<file path="src/rtl/bcd_rtc_pkg.sv">
`timescale 1ns/1ps
package bcd_rtc_pkg;
  localparam int NFIELD = 6;
  typedef logic [NFIELD-1:0][7:0] cal_t;   // [0]=sec ... [5]=year

  localparam logic [7:0] ADR_CTRL = 8'h40;
  localparam logic [7:0] ADR_STAT = 8'h44;
  localparam logic [7:0] ADR_IEN  = 8'h48;
  localparam logic [7:0] CTRL_KEEP = 8'h8D;
  localparam logic [7:0] IEN_KEEP  = 8'h0C;

  // Floor value of each field: also its reset value
  localparam cal_t FIELD_FLOOR = {8'h00, 8'h01, 8'h01, 8'h00, 8'h00, 8'h00};

  function automatic logic [7:0] bcd_inc(input logic [7:0] v);
    if (v[3:0] == 4'd9) return {v[7:4] + 4'd1, 4'd0};
    return {v[7:4], v[3:0] + 4'd1};
  endfunction

  function automatic logic [7:0] month_end(input logic [7:0] mon, input logic [7:0] yr);
    logic [1:0] m4;
    m4 = {yr[4], 1'b0} + yr[1:0];   // tens*10 mod 4 plus units mod 4
    case (mon)
      8'h02:                      return (m4 == 2'd0) ? 8'h29 : 8'h28;
      8'h04, 8'h06, 8'h09, 8'h11: return 8'h30;
      default:                    return 8'h31;
    endcase
  endfunction
endpackage

</file>
<file path="src/rtl/bcd_rtc_prescaler.sv">
`timescale 1ns/1ps
module bcd_rtc_prescaler #(
  parameter int TICKS_PER_SEC = 32768
) (
  input  logic clk,
  input  logic rst,
  input  logic run_i,
  input  logic tick_i,
  input  logic restart_i,
  output logic strobe_o,
  output logic busy_o
);
  localparam int CW = (TICKS_PER_SEC > 2) ? $clog2(TICKS_PER_SEC) : 1;
  localparam logic [CW-1:0] LAST = CW'(TICKS_PER_SEC - 1);

  logic [CW-1:0] cnt_q;

  always_ff @(posedge clk) begin
    if (rst || restart_i)       cnt_q <= '0;
    else if (run_i && tick_i)   cnt_q <= (cnt_q == LAST) ? '0 : cnt_q + 1'b1;
  end

  assign busy_o   = run_i && (cnt_q == LAST);
  assign strobe_o = busy_o && tick_i && !restart_i;

  a_r2_cnt_bound: assert property (@(posedge clk) disable iff (rst)
    cnt_q <= LAST);
  a_r5_restart_zero: assert property (@(posedge clk) disable iff (rst)
    restart_i |=> (cnt_q == '0));
endmodule

</file>
<file path="src/rtl/bcd_rtc_calendar.sv">
`timescale 1ns/1ps
module bcd_rtc_calendar
  import bcd_rtc_pkg::*;
(
  input  logic       clk,
  input  logic       rst,
  input  logic       step_i,
  input  logic       wr_en_i,
  input  logic [2:0] wr_field_i,
  input  logic [7:0] wr_data_i,
  output cal_t       time_o,
  output logic       stepped_o,
  output logic [3:0] evt_o      // {day, hour, minute, second}
);
  cal_t              fld_q;
  cal_t              top_v;
  logic [NFIELD:0]   carry;
  logic              do_step;

  assign do_step  = step_i && !wr_en_i;
  assign carry[0] = do_step;

  always_comb begin
    top_v[0] = 8'h59;
    top_v[1] = 8'h59;
    top_v[2] = 8'h23;
    top_v[3] = month_end(fld_q[4], fld_q[5]);
    top_v[4] = 8'h12;
    top_v[5] = 8'h99;
  end

  for (genvar i = 0; i < NFIELD; i++) begin : g_field
    assign carry[i+1] = carry[i] && (fld_q[i] == top_v[i]);
    always_ff @(posedge clk) begin
      if (rst)
        fld_q[i] <= FIELD_FLOOR[i];
      else if (wr_en_i && (wr_field_i == 3'(i)))
        fld_q[i] <= wr_data_i;
      else if (carry[i])
        fld_q[i] <= (fld_q[i] == top_v[i]) ? FIELD_FLOOR[i] : bcd_inc(fld_q[i]);
    end
  end

  always_ff @(posedge clk) begin
    if (rst) begin
      stepped_o <= 1'b0;
      evt_o     <= '0;
    end else begin
      stepped_o <= do_step;
      if (do_step) evt_o <= carry[3:0];
    end
  end

  assign time_o = fld_q;

  a_r3_step_moves_sec: assert property (@(posedge clk) disable iff (rst)
    do_step |=> (fld_q[0] != $past(fld_q[0])));
  a_r9_day_implies_hour: assert property (@(posedge clk) disable iff (rst)
    evt_o[3] |-> (evt_o[2] && evt_o[1] && evt_o[0]));
endmodule

</file>
<file path="src/rtl/bcd_rtc_alarm.sv">
`timescale 1ns/1ps
module bcd_rtc_alarm
  import bcd_rtc_pkg::*;
(
  input  logic       clk,
  input  logic       rst,
  input  logic       wr_en_i,
  input  logic [2:0] wr_field_i,
  input  logic [7:0] wr_data_i,
  input  cal_t       time_i,
  input  logic       stepped_i,
  output cal_t       alarm_o,
  output logic       hit_o
);
  cal_t al_q;

  for (genvar i = 0; i < NFIELD; i++) begin : g_alm
    always_ff @(posedge clk) begin
      if (rst)                                     al_q[i] <= 8'h00;
      else if (wr_en_i && (wr_field_i == 3'(i)))   al_q[i] <= wr_data_i;
    end
  end

  assign alarm_o = al_q;
  assign hit_o   = stepped_i && (time_i == al_q);
endmodule

</file>
<file path="src/rtl/bcd_rtc.sv">
`timescale 1ns/1ps
module bcd_rtc
  import bcd_rtc_pkg::*;
#(
  parameter int TICKS_PER_SEC = 32768
) (
  input  logic       clk,
  input  logic       rst,
  input  logic       tick_en,
  input  logic       bus_en,
  input  logic       bus_we,
  input  logic [7:0] bus_addr,
  input  logic [7:0] bus_wdata,
  output logic [7:0] bus_rdata,
  output logic       irq_alarm,
  output logic       irq_sec
);
  logic       in_fields, time_sel, alm_sel, wr, rd;
  logic       time_wr, alm_wr, stat_wr;
  logic [2:0] fidx;
  logic [7:0] ctrl_q, ien_q, rd_mux;
  logic       pu_q, al_q;
  logic       strobe, busy, stepped, hit;
  logic [3:0] evt;
  cal_t       cur_time, alm_time;

  assign wr        = bus_en && bus_we;
  assign rd        = bus_en && !bus_we;
  assign fidx      = bus_addr[4:2];
  assign in_fields = (bus_addr[1:0] == 2'b00) && (fidx <= 3'd5);
  assign time_sel  = in_fields && (bus_addr[7:5] == 3'b000);
  assign alm_sel   = in_fields && (bus_addr[7:5] == 3'b001);
  assign time_wr   = wr && time_sel;
  assign alm_wr    = wr && alm_sel;
  assign stat_wr   = wr && (bus_addr == ADR_STAT);

  bcd_rtc_prescaler #(.TICKS_PER_SEC(TICKS_PER_SEC)) u_presc (
    .clk(clk), .rst(rst), .run_i(ctrl_q[0]), .tick_i(tick_en),
    .restart_i(time_wr && (fidx == 3'd0)),
    .strobe_o(strobe), .busy_o(busy)
  );

  bcd_rtc_calendar u_cal (
    .clk(clk), .rst(rst), .step_i(strobe),
    .wr_en_i(time_wr), .wr_field_i(fidx), .wr_data_i(bus_wdata),
    .time_o(cur_time), .stepped_o(stepped), .evt_o(evt)
  );

  bcd_rtc_alarm u_alm (
    .clk(clk), .rst(rst),
    .wr_en_i(alm_wr), .wr_field_i(fidx), .wr_data_i(bus_wdata),
    .time_i(cur_time), .stepped_i(stepped),
    .alarm_o(alm_time), .hit_o(hit)
  );

  always_comb begin
    rd_mux = 8'h00;
    if (time_sel)                   rd_mux = cur_time[fidx];
    else if (alm_sel)               rd_mux = alm_time[fidx];
    else if (bus_addr == ADR_CTRL)  rd_mux = ctrl_q;
    else if (bus_addr == ADR_STAT)  rd_mux = {pu_q, al_q, evt, ctrl_q[0], busy};
    else if (bus_addr == ADR_IEN)   rd_mux = ien_q;
  end

  always_ff @(posedge clk) begin
    if (rst) begin
      ctrl_q    <= 8'h00;
      ien_q     <= 8'h00;
      pu_q      <= 1'b1;
      al_q      <= 1'b0;
      bus_rdata <= 8'h00;
      irq_alarm <= 1'b0;
      irq_sec   <= 1'b0;
    end else begin
      if (wr && (bus_addr == ADR_CTRL)) ctrl_q <= bus_wdata & CTRL_KEEP;
      if (wr && (bus_addr == ADR_IEN))  ien_q  <= bus_wdata & IEN_KEEP;
      if (stat_wr && bus_wdata[7])      pu_q   <= 1'b0;
      if (hit)                          al_q   <= 1'b1;
      else if (stat_wr && bus_wdata[6]) al_q   <= 1'b0;
      if (rd)                           bus_rdata <= rd_mux;
      irq_alarm <= al_q && ien_q[3];
      irq_sec   <= stepped && ien_q[2];
    end
  end

  a_r6_alarm_after_step: assert property (@(posedge clk) disable iff (rst)
    $rose(al_q) |-> $past(stepped));
  a_r7_pu_only_by_write: assert property (@(posedge clk) disable iff (rst)
    $fell(pu_q) |-> ($past(stat_wr) && $past(bus_wdata[7])));
  a_r10_sec_single_pulse: assert property (@(posedge clk) disable iff (rst)
    irq_sec |=> !irq_sec);
  a_r10_alarm_irq_src: assert property (@(posedge clk) disable iff (rst)
    irq_alarm |-> $past(al_q));
endmodule

</file>
<file path="config.mk">
export PLATFORM = sky130hd
export DESIGN_NAME = bcd_rtc
export DESIGN_NICKNAME = d
export VERILOG_FILES = /design/src/rtl/bcd_rtc_pkg.sv /design/src/rtl/bcd_rtc_prescaler.sv /design/src/rtl/bcd_rtc_calendar.sv /design/src/rtl/bcd_rtc_alarm.sv /design/src/rtl/bcd_rtc.sv
export SDC_FILE = /design/constraint.sdc
export NUM_CORES = 1
export LEC_CHECK = 0
export CAP_MARGIN = 20
export CORE_MARGIN = 3
export CORE_UTILIZATION = 25
export DETAILED_ROUTE_END_ITERATION = 6
export GPL_TIMING_DRIVEN = 0
export SYNTH_ARGS = -nofsm -noshare
export SYNTH_HDL_FRONTEND = slang
export SYNTH_HIERARCHICAL = 1
export SYNTH_SLANG_ARGS = --single-unit
</file>
<file path="constraint.sdc">
create_clock -name clk -period 4.3 [get_ports clk]
set_input_delay 0.43 -clock clk [delete_from_list [all_inputs] [get_ports clk]]
set_output_delay 0.43 -clock clk [all_outputs]
set_load 0.005 [all_outputs]
</file>
==> flow_summary.ini <==
[run_status]
status = completed

[layout]
fin_nets = 1105
fillCellCount = 3485
drive_above_1_share_pct = 8.57
final_common_cell = dfxtp_1
fin_util_pct = 29.9
final_area_sq_um = 9780
area_growth_pct = 17.6
final_cell_mix = 134 x dfxtp_1, 131 x nand2_1, 125 x nor2_1, 68 x a21oi_1, 54 x xor2_1
antennaDiodeCount = 0
final_cells = 1516

[power]
vdd_drop_max_mv = 0.179
power_mw = 2.91
powerDensity_nw_per_um2 = 298
leakage_nw = 3.56

[place]
dp_hpwl_um = 20700
place_area_sq_um = 9170
port_buffers = 30
place_inst = 1484
place_congestion = 0.975

[sta]
rsz0062_at_grt = false
fmax_mhz = 241
relSlewSlack_pct = 29.6
final.min_clock_period_ns = 4.15
clock-skew-final_ns = 0.00831
period_share_pct = 96.5
hold_viol_final = 0
maxSlewViolCount = 0
final-setup-viol-count = 0
finalSetupTns_ns = 0
worst_slew_pin_slew_ns = 1.05

[route]
drt_pass1_iterations = 5
num_vias = 7931
viasPerCell = 5.23
drc = 0
wl_um = 28600
ant_nets = 0
drtIter0Drc = 871
wl_per_cell_um = 18.8

[grt]
antenna_found_initial = 0
grt_max_degree = 17
grtUsageTotal_pct = 15.8
grt-ovfl-total = 0
grt_pass1_vias = 7411
grt_pass1_wl_um = 43800

[yosys]
syn_inst = 1012
synth_seq_area_share_pct = 32.2
avgSynthCellArea_sq_um = 8.22
synth_nets = 1056
synth-main-ff-cell = dfxtp_1
async_reset_ff_share_pct = 0
synth_seq_cells = 134
netlist_area_sq_um = 8320
synth-edff-count = 0
yosysUniqueCellTypes = 82
yosys_warnings = 6

[clock_tree]
cts_buffer_depth = 2
root_buffer = clkbuf_16
clkLatencyLatePin_ns = 0.43
clk_pin_slew_ns = 0.06
cts_tree = done
cts.sinks = 134
htree_levels = 4
cts_buffers = 17

[floorplan]
die_x_um = 188
coreArea_sq_um = 32700
io_pins = 31
row_count = 66
die-area_sq_um = 35500
die_h_um = 188
initial_core_util_pct = 25.4

[worst_setup_path]
critPathMaxFanout = 10
start_kind = primary input
crit_chain = clkdlybuf4s50_1 > or3_1 > nor3_4 > and3_2 > nor3b_1 > nor3_2 > and4b_1 > nand2_2 > a2111oi_4 > nand3_2 > or4_1 > a311oi_1
cp.required_ns = 4.61
crit_slowest_cell = clkdlybuf4s50_1
path_buf_inv = 1
slowest_delay_ns = 0.65
worstPathArrival_ns = 4.46
crit_path_end_kind = flip-flop
critPathTopFamily = simple AND/OR/NAND/NOR gates
crit_type = primary input to flip-flop

[job]
drv_cap = 0

[hold_path]
worstHoldPathType = flip-flop to flip-flop
==> layer usage <==
layer  routed length, um  vias up  part of all wire [%]  GRT usage, %
met4                 866        0                   3.0          5.64
met3                2350       54                   8.2          3.39
met2               12500      328                    44          24.3
met1               12800     3810                    45          21.9
met5                   0        -                     0             0
li1                    -     3739                     -             -
==> cells by family after synthesis <==
family / count (synthesis) / synth area share [%]
AND/OR/NAND/NOR: 443 / 27.6
AO/OA/AOI/OAI: 212 / 16.9
flip-flops: 134 / 32.2
buffers and inverters: 71 / 4.38
XOR/XNOR: 69 / 7.26
multiplexers: 60 / 8.23
adder cells (fa/ha/maj): 23 / 3.46
==> power breakdown <==
part | total (mW) | switching [mW] | internal [mW]
Sequential | 1.25 | 0.00370 | 1.25
Clock | 1.47 | 0.575 | 0.899
Combinational | 0.188 | 0.123 | 0.0645
Total | 2.91 | 0.702 | 2.21
==> path summary, 6_finish.rpt <==
| kind | depth (start not counted) | start | slack (ns) | end |
|---|---|---|---|---|
| min reg2reg | 1 | pu_q | 0.45 | pu_q |
| max reg2reg | 10 | u_presc/cnt_q[0] | 0.24 | u_cal/time_o[35] |
| max | 12 | bus_addr[6] | 0.15 | u_cal/time_o[35] |
| min | 1 | pu_q | 0.45 | pu_q |
==> worst reg2reg max path, cell delays in order, from the launching register on <==
cell and delay [ns]:
dfxtp_1 0.39, ha_1 0.21, nand3_2 0.15, or4_4 0.62, nor3_2 0.36, and4b_1 0.31, nand2_2 0.21, a2111oi_4 0.56
nand3_2 0.23, or4_1 0.56, a311oi_1 0.33
==> per-stage QoR <==
step	hold slack (ns)	worst slack (ns)
4_1_cts	0.450	0.000209
2_1_floorplan	0.413	0.920
6_report	0.451	0.151
5_1_grt	0.474	0.0101
3_3_place_gp	0.430	-1.19
3_5_place_dp	0.438	-1.30
==> layout make-up <==
| class | count | area, sq um | area share, % |
|---|---|---|---|
| well taps | 442 | 553 | 5.65 |
| repair buffers | 31 | 308 | 3.15 |
| clock inverters | 11 | 125 | 1.28 |
| plain buffers | 43 | 262 | 2.67 |
| clock buffers | 21 | 470 | 4.81 |
| flip-flops and latches | 134 | 2680 | 27.4 |
| inverters | 27 | 101 | 1.04 |
| multi-input cells | 807 | 5280 | 54.0 |
==> cells in the mapped netlist (all sizes together), types with 10 or more instances <==
cell    count  share of area, %
a311oi     14               1.5
nand2     134               6.1
o21ai      39               2.5
nor3       25               1.9
xor2       54               5.7
a211oi     20               2.0
nand4      14               1.2
dfxtp     134                32
nor2b      10              0.75
buf        19               2.0
nand2b     11               1.0
ha         23               3.5
inv        24               1.1
mux2i      53               6.4
a21oi      68               4.1
nor4       25               2.3
xnor2      15               1.6
o22ai      15               1.1
or3        11              0.83
nand3      29               1.9
nor2      127               6.0
a31oi      10              0.75
clkbuf     25               1.1
==> what timing repair did <==
| item | CTS | global route |
|---|---|---|
| gates resized for setup | 9 | 4 |
| hold buffers | 0 | 0 |
| setup buffers | 0 | 1 |
| pin swaps | 0 | 2 |
| setup endpoints to repair | 39 | 19 |
==> sequential cells by signal, summed over array words and instances, names as in the netlist, 2 cells and up <==
name and cells:
ctrl_q 4, bus_rdata 8, u_alm/alarm_o 48, u_presc/cnt_q 15, u_cal/evt_o 4, u_cal/time_o 48
ien_q 2
(Power assumes the default switching activity.)
